## src/rtl/scan_bist_pkg.sv

```systemverilog
package scan_bist_pkg;
  typedef enum logic [2:0] {
    ST_IDLE,
    ST_SEED,
    ST_SHIFT,
    ST_CAPT,
    ST_UNLOAD,
    ST_DONE
  } bist_state_e;
endpackage

```

## src/rtl/bist_lfsr.sv

```systemverilog
module bist_lfsr #(
  parameter int          W    = 8,
  parameter logic [W-1:0] TAPS = 8'hB8
) (
  input  logic clk,
  input  logic rst_n,
  input  logic load_en,
  input  logic step_en,
  input  logic din,
  output logic dout
);
  logic [W-1:0] q;

  function automatic logic [W-1:0] lfsr_advance(input logic [W-1:0] s);
    return {s[W-2:0], ^(s & TAPS)};
  endfunction

  always_ff @(posedge clk or negedge rst_n) begin
    if (!rst_n)       q <= '0;
    else if (load_en) q <= {q[W-2:0], din};
    else if (step_en) q <= lfsr_advance(q);
  end

  assign dout = q[W-1];
endmodule

```

## src/rtl/bist_sisr.sv

```systemverilog
module bist_sisr #(
  parameter int           W    = 8,
  parameter logic [W-1:0] POLY = 8'h1D
) (
  input  logic         clk,
  input  logic         rst_n,
  input  logic         clear,
  input  logic         absorb,
  input  logic         din,
  output logic [W-1:0] sig
);
  function automatic logic [W-1:0] sisr_step(input logic [W-1:0] s, input logic b);
    return {s[W-2:0], 1'b0} ^ (s[W-1] ? POLY : '0) ^ {{(W-1){1'b0}}, b};
  endfunction

  always_ff @(posedge clk or negedge rst_n) begin
    if (!rst_n)      sig <= '0;
    else if (clear)  sig <= '0;
    else if (absorb) sig <= sisr_step(sig, din);
  end
endmodule

```

## src/rtl/bist_scan_cut.sv

```systemverilog
module bist_scan_cut #(
  parameter int L = 8
) (
  input  logic clk,
  input  logic rst_n,
  input  logic shift_en,
  input  logic capture_en,
  input  logic scan_in,
  output logic scan_out
);
  logic [L-1:0] q;

  function automatic logic [L-1:0] cut_capture(input logic [L-1:0] s);
    return {s[L-2:0], s[L-1]} ^ (s & {s[0], s[L-1:1]});
  endfunction

  always_ff @(posedge clk or negedge rst_n) begin
    if (!rst_n)          q <= '0;
    else if (shift_en)   q <= {q[L-2:0], scan_in};
    else if (capture_en) q <= cut_capture(q);
  end

  assign scan_out = q[L-1];
endmodule

```

## src/rtl/scan_selftest_ctrl.sv

```systemverilog
module scan_selftest_ctrl #(
  parameter int                   CHAIN_LEN = 8,
  parameter int                   PATTERNS  = 6,
  parameter int                   LFSR_W    = 8,
  parameter logic [LFSR_W-1:0]    LFSR_TAPS = 8'hB8,
  parameter int                   SIG_W     = 8,
  parameter logic [SIG_W-1:0]     SIG_POLY  = 8'h1D,
  parameter logic [CHAIN_LEN-1:0] SEED      = 8'hA5,
  parameter logic [SIG_W-1:0]     GOLDEN    = 8'h00
) (
  input  logic             clk,
  input  logic             rst_n,
  input  logic             start_i,
  output logic             busy_o,
  output logic             done_o,
  output logic             pass_o,
  output logic [SIG_W-1:0] sig_o
);
  import scan_bist_pkg::*;

  localparam int CNT_W = (CHAIN_LEN > 2) ? $clog2(CHAIN_LEN) : 1;
  localparam int PAT_W = $clog2(PATTERNS + 1);

  bist_state_e state;
  logic [CNT_W-1:0] cnt;
  logic [PAT_W-1:0] pat;

  // named internal events
  logic in_seed, in_shift, in_capt, in_unload;
  logic chain_shift, last_slot, run_last_evt, start_accept;
  logic seed_bit, lfsr_bit, scan_in, scan_out;
  logic [CNT_W-1:0] seed_idx;

  assign in_seed      = (state == ST_SEED);
  assign in_shift     = (state == ST_SHIFT);
  assign in_capt      = (state == ST_CAPT);
  assign in_unload    = (state == ST_UNLOAD);
  assign chain_shift  = in_seed | in_shift | in_unload;
  assign last_slot    = (cnt == CNT_W'(CHAIN_LEN - 1));
  assign run_last_evt = in_unload & last_slot;
  assign start_accept = start_i & ((state == ST_IDLE) | (state == ST_DONE));
  assign seed_idx     = CNT_W'(CHAIN_LEN - 1) - cnt;

  always_comb begin
    seed_bit = 1'b0;
    for (int i = 0; i < CHAIN_LEN; i++)
      if (seed_idx == CNT_W'(i)) seed_bit = SEED[i];
  end

  always_comb begin
    if (in_seed)       scan_in = seed_bit;
    else if (in_shift) scan_in = lfsr_bit;
    else               scan_in = 1'b0;
  end

  always_ff @(posedge clk or negedge rst_n) begin
    if (!rst_n) begin
      state <= ST_IDLE;
      cnt   <= '0;
      pat   <= '0;
    end else if (start_accept) begin
      state <= ST_SEED;
      cnt   <= '0;
      pat   <= '0;
    end else begin
      case (state)
        ST_SEED, ST_SHIFT, ST_UNLOAD: begin
          cnt <= last_slot ? '0 : cnt + CNT_W'(1);
          if (last_slot) begin
            if (in_unload) state <= ST_DONE;
            else           state <= in_seed ? ST_SHIFT : ST_CAPT;
          end
        end
        ST_CAPT: begin
          pat   <= pat + PAT_W'(1);
          state <= (pat == PAT_W'(PATTERNS - 1)) ? ST_UNLOAD : ST_SHIFT;
        end
        default: ;
      endcase
    end
  end

  bist_lfsr #(.W(LFSR_W), .TAPS(LFSR_TAPS)) u_lfsr (
    .clk(clk), .rst_n(rst_n), .load_en(in_seed), .step_en(in_shift),
    .din(scan_in), .dout(lfsr_bit)
  );

  bist_scan_cut #(.L(CHAIN_LEN)) u_cut (
    .clk(clk), .rst_n(rst_n), .shift_en(chain_shift), .capture_en(in_capt),
    .scan_in(scan_in), .scan_out(scan_out)
  );

  bist_sisr #(.W(SIG_W), .POLY(SIG_POLY)) u_sisr (
    .clk(clk), .rst_n(rst_n), .clear(in_seed), .absorb(in_shift | in_unload),
    .din(scan_out), .sig(sig_o)
  );

  assign busy_o = (state != ST_IDLE) && (state != ST_DONE);
  assign done_o = (state == ST_DONE);
  assign pass_o = done_o && (sig_o == GOLDEN);
endmodule

```

## config.mk

```make
export PLATFORM = sky130hd
export DESIGN_NAME = scan_selftest_ctrl
export DESIGN_NICKNAME = d
export VERILOG_FILES = /design/src/rtl/scan_bist_pkg.sv /design/src/rtl/bist_lfsr.sv /design/src/rtl/bist_sisr.sv /design/src/rtl/bist_scan_cut.sv /design/src/rtl/scan_selftest_ctrl.sv
export SDC_FILE = /design/constraint.sdc
export NUM_CORES = 1
export LEC_CHECK = 0
export ABC_AREA = 1
export BUFFER_PORTS_ARGS = -buffer_cell sky130_fd_sc_hd__buf_2
export CAP_MARGIN = 20
export CORE_MARGIN = 3
export CORE_UTILIZATION = 30
export DETAILED_ROUTE_END_ITERATION = 10
export GPL_ROUTABILITY_DRIVEN = 0
export SYNTH_ARGS = -nofsm -noshare
export SYNTH_HDL_FRONTEND = slang
export SYNTH_SLANG_ARGS = --single-unit
```

## constraint.sdc

```tcl
create_clock -name clk -period 1.7 [get_ports clk]
set_input_delay 0.17 -clock clk [delete_from_list [all_inputs] [get_ports clk]]
set_output_delay 0.17 -clock clk [all_outputs]
set_load 0.005 [all_outputs]
```

# [Word level (Yosys, flattened, before mapping)]
# Cells that the tools add are included.
[totals] reg_bits=33 in_bits=3 output_inout_bits=11 elab_cells=77
[classes] addsub=3 eq_ne=16 n_mux=28 bitwise_logic=9 n_reduce_logical=15
[op_table] cell="two-way mux 8 bit" n=6
[op_table] cell="two-way mux 3 bit" n=9
[op_table] cell="equality test 3 bit (second input constant)" n=8
[op_table] cell="bitwise XOR 8 bit" n=2
[op_table] cell="equality test 3 x 2 -> 1 bit (second input constant)" n=4
[op_table] cell="two-way mux 1 bit" n=11
[op_table] cell="nonzero test 2 bit" n=5
[op_table] cell="bitwise AND 8 bit" n=1
[op_table] cell="zero test 8 bit" n=1
[op_table] cell="parity 8 bit" n=1
[op_table] cell="bitwise XOR 8 x 1 -> 8 bit" n=1
[op_table] cell="adder 3 x 1 -> 3 bit (second input constant)" n=2
[op_table] cell="equality test 3 x 1 -> 1 bit (second input constant)" n=2
[op_table] cell="zero test 3 bit" n=2
[op_table] cell="inequality test 3 bit (second input constant)" n=2
[op_table] cell="case mux 3 bit (2 select lines)" n=1
[op_table] cell="nonzero test 3 bit" n=2
[op_table] cell="two-way mux 5 bit" n=1
[op_table] cell="OR 1 bit" n=4
[op_table] cell="OR reduction 3 bit" n=1
[op_table] cell="subtractor 3 bit (first input constant)" n=1
[op_table] cell="logical AND 1 bit" n=2
[op_table] cell="AND reduction 2 bit" n=1
[op_table] cell="bitwise AND 1 bit" n=1

# [Logic depth before layout (Yosys ltp)]
[depth] ltp_word=12 mapped_depth=11 mapped_depth_nobuf=11

# [Hierarchy]
# Synthesis repeated with hierarchy kept, for this count alone.
[hier_totals] cells_unflattened=261 hier_area_um2=1994.4
[modules_own_cells] mod="scan_selftest_ctrl" n_inst=1 cells_per_inst=92 area_each_um2=709.4 seq_area_each_um2=225.2
[modules_own_cells] mod="bist_scan_cut" n_inst=1 cells_per_inst=73 area_each_um2=523.0 seq_area_each_um2=200.2
[modules_own_cells] mod="bist_lfsr" n_inst=1 cells_per_inst=48 area_each_um2=390.4 seq_area_each_um2=200.2
[modules_own_cells] mod="bist_sisr" n_inst=1 cells_per_inst=48 area_each_um2=371.6 seq_area_each_um2=200.2

# [Least setup slack after synthesis]
# No wires, ideal clock.
[synth_timing] path_type="register -> register" start="register cnt[0]" end="register u_lfsr.q[0]" setup_time_ps=117 t_arrival_ps=1270 required_ps=1583 slack_ps=313 path_stages_with_launch=11 n_path_buf=0 synth_period_minus_slack_ps=1387 cell_sequence="dfrtp_1 > ha_1 > ha_1 > o21ai_0 > nand2_1 > nand2_1 > nand2_1 > nand2_1 > nand2_1 > nand2_1 > nand2_1"
[synth_via] elab_chain_cells=12 word_cells_on_any_way=19 cone_classes="1 x add/sub; 7 x eq/ne; 10 x mux; 1 x reduce/logical"
[synth_rtl] element="start: declaration" line_no="scan_selftest_ctrl.sv:25" text="logic [CNT_W-1:0] cnt;"
[synth_rtl] element="start signal: assignment" line_no="scan_selftest_ctrl.sv:68" text="cnt <= last_slot ? '0 : cnt + CNT_W'(1);"
[synth_rtl] element="subtractor 3 bit (*)" line_no="scan_selftest_ctrl.sv:42" text="assign seed_idx = CNT_W'(CHAIN_LEN - 1) - cnt;"
[synth_rtl] element="zero test 3 bit" line_no="scan_selftest_ctrl.sv:47" text="if (seed_idx == CNT_W'(i)) seed_bit = SEED[i];"
[synth_rtl] element="two-way mux 1 bit (7 in a row)" line_no="scan_selftest_ctrl.sv:47"
[synth_rtl] element="two-way mux 1 bit (*)" line_no="scan_selftest_ctrl.sv:47"
[synth_rtl] element="two-way mux 1 bit (*)" line_no="scan_selftest_ctrl.sv:51" text="if (in_seed) scan_in = seed_bit;"
[synth_rtl] element="two-way mux 8 bit (*)" line_no="bist_lfsr.sv:20" text="else if (load_en) q <= {q[W-2:0], din};"
[synth_rtl] element="end signal: assignment" line_no="bist_lfsr.sv:20"
[synth_rtl] element="end signal: assignment" line_no="bist_lfsr.sv:21" text="else if (step_en) q <= lfsr_advance(q);"
[synth_rtl] element="end: declaration" line_no="bist_lfsr.sv:12" text="logic [W-1:0] q;"
# Every way passes the cells marked *; elsewhere a longest branch is shown, timed or not.
# A chain may end at the register's enable or synchronous reset.

# [Worst setup path in the final report]
[layout_timing] start="register state[1]" end="output port pass_o"
[layout_via] elab_chain_cells=2
[layout_rtl] element="start: declaration" line_no="scan_selftest_ctrl.sv:24" text="bist_state_e state;"
[layout_rtl] element="start signal: assignment" line_no="scan_selftest_ctrl.sv:71" text="else state <= in_seed ? ST_SHIFT : ST_CAPT;"
[layout_rtl] element="start signal: assignment" line_no="scan_selftest_ctrl.sv:76" text="state <= (pat == PAT_W'(PATTERNS - 1)) ? ST_UNLOAD : ST_SHIFT;"
[layout_rtl] element="equality test 3 bit" line_no="scan_selftest_ctrl.sv:99" text="assign done_o = (state == ST_DONE);"
[layout_rtl] element="logical AND 1 bit" line_no="scan_selftest_ctrl.sv:100" text="assign pass_o = done_o && (sig_o == GOLDEN);"
[layout_rtl] element="end: declaration" line_no="scan_selftest_ctrl.sv:16" text="output logic pass_o,"
# No other way between the ends.

==> reports/metrics.yaml <==
setup_path:
  path_class: "reg -> out"
  path_max_fanout: 4
  endpoint_kind: "primary output"
  critPathArrivalTime_ns: 1.39
  startpoint_type: "flop"
  crit_required_ns: 1.53
yosys:
  syn_inst: 247
  yosysMostFrequentCell: "nand2_1"
  ys_warn_count: 0
  ys_types: 25
  synth_commonest_cells: "90 x nand2_1, 33 x dfrtp_1, 31 x inv_1"
  yosys-top-cells-area: "dfrtp_1 43%, nand2_1 18%, inv_1 6.1%"
  synth_area_mm2: 0.00192
  syn_nets: 258
  yosys.area.top_type_share: 0.430
  avgSynthCellArea_um2: 7.77
  async_reset_ff_frac: 1.00
  synth_edf_count: 0
  ys_seq_area_frac: 0.430
  synth-seq-cells: 33
  synth_area_leader_cell: "dfrtp_1"
  synth_flop_cell: "dfrtp_1"
finish:
  num-fill-cells: 612
  area_growth_pct: 14.5
  drive_above_1_share: 0.169
  num_antenna_cells: 0
  nNetsFinal: 282
global_routing:
  grt_pass1_wl_mm: 6.55
  antenna_found_initial: 0
  track_usage: 0.115
  gr-total-overflow: 0
  grt_max_degree: 34
  grt_pass1_vias: 1438
clock_tree:
  h-tree-depth: 2
  cts-buffers-inserted: 5
  cts_root_buf: "clkbuf_8"
  cts_tree: "built"
  cts.sinks: 33
  cts_max_path_buffers: 2
  clkLatencyLatePin_ns: 0.29
  cts.clk_slew.worst_paths_ns: 0.06
die:
  die_width_um: 86.0
  die_y_um: 86.0
  start_util: 0.317
  coreArea_mm2: 0.00606
  row_count: 28
  die-area_mm2: 0.00739
  ios: 14
route:
  antenna_left: 0
  drc: 0
  wl_per_cell_um: 11.0
  drt-initial-drc-count: 75
  viasPerCell: 4.52
  drt-pass1-iter-count: 4
  dr_total_vias: 1570
  drt-total-wl_mm: 3.83
placed_design:
  io_buffers: 13
  hpwlAfterDp_mm: 2.72
hold_path:
  hold_class: "in -> reg"
run_status:
  status: "completed"
sta:
  fmaxAchievable_mhz: 643
  hold_violations: 0
  slew_viol_final: 0
  skew_ns: 0.00618
  tns_ns: 0
  period_minus_slack_ns: 1.56
  setup_violations: 0
  hold_slack_ns: 0.301
  rsz0062_at_grt: "false"
  worst_pin_slew_ns: 0.437
  relSlewSlack: 0.708
  finalCritPeriodShare: 0.915
power:
  powerDensity_mw_per_mm2: 793
  leakagePower_nw: 1.13
  ir_worst_vdd_mv: 0.403
run:
  maxCapViolations: 0
==> registers in the layout, indices dropped and copies added (netlist names) <==
name and count:
state 3, pat 3, u_sisr.sig 8, cnt 3, u_cut.q 8, u_lfsr.q 8
==> logic make-up after synthesis <==
family                   Yosys count  share of synthesized area
adder cells (fa/ha/maj)            8                     0.0522
AND/OR/NAND/NOR                  120                      0.272
flip-flops                        33                      0.430
AO/OA/AOI/OAI                     35                      0.101
XOR/XNOR                          11                     0.0502
buffers and inverters             40                     0.0939
==> placed cells by master (no fill, tap or decap), types with 5 or more instances in the layout <==
cell,instances
dfrtp_1,32
xnor2_1,9
buf_2,13
ha_1,8
buf_4,9
clkbuf_8,5
nor2_1,6
inv_1,31
nand2_1,89
o21ai_0,21
a21oi_1,8
nand3_1,11
==> worst paths after layout <==
check                          from             to  slack (ns)  cells past startpoint
max                        state[1]         pass_o        0.14                      5
min in group asynchronous     rst_n  u_sisr.sig[2]        0.43                      3
max in group asynchronous     rst_n       state[1]        0.92                      3
max reg2reg                  cnt[0]    u_lfsr.q[0]        0.16                     10
min reg2reg                  pat[2]         pat[2]        0.46                      1
min                         start_i         pat[2]        0.30                      4
==> power breakdown <==
group / internal [mW] / switching (mW) / total [mW]
Combinational: 0.112 / 0.232 / 0.344
Clock: 0.291 / 0.287 / 0.578
Sequential: 0.804 / 0.0153 / 0.819
==> worst max-delay path, stage by stage, from the launching register on <==
cell and delay [ns]:
dfrtp_2 0.42, inv_2 0.09, nand3_1 0.11, buf_4 0.17, nor3_2 0.17, buf_2 0.13
==> cell type report <==
type / count / area, um2 / share of cell area
flip-flops and latches: 33 / 827 / 0.376
clock buffers: 8 / 80.1 / 0.0364
well taps: 75 / 93.8 / 0.0427
inverters: 34 / 133 / 0.0604
multi-input cells: 174 / 921 / 0.419
repair buffers: 23 / 143 / 0.0649
==> metrics by stage <==
stage | total power, mW | utilization | worst slack (ns) | cells | area [um2]
2_1_floorplan | 1.08 | - | 0.313 | 247 | 1920
3_3_place_gp | 1.16 | 0.344 | 0.125 | 336 | 2080
3_5_place_dp | 1.17 | 0.344 | 0.124 | 336 | 2080
4_1_cts | 1.75 | 0.359 | 0.0713 | 345 | 2170
5_1_grt | 1.85 | 0.363 | 0.00408 | 347 | 2200
6_report | 1.74 | 0.363 | 0.144 | 347 | 2200
==> repair_timing <==
item | 4_1_cts | 5_1_grt
endpoints found under the hold margin | 33 | 0
resized for setup | 0 | 3
endpoints found under the setup margin | 0 | 6
hold buffers | 1 | 0
buffers inserted | 0 | 2
==> routing by layer <==
layer,wire length (um),vias to the layer above,global-route usage
li1,-,821,-
met1,1930,715,0.148
met2,1640,30,0.170
met3,195,4,0.0471
met4,61,0,0.0475
met5,0,-,0
(Power assumes the default switching activity.)
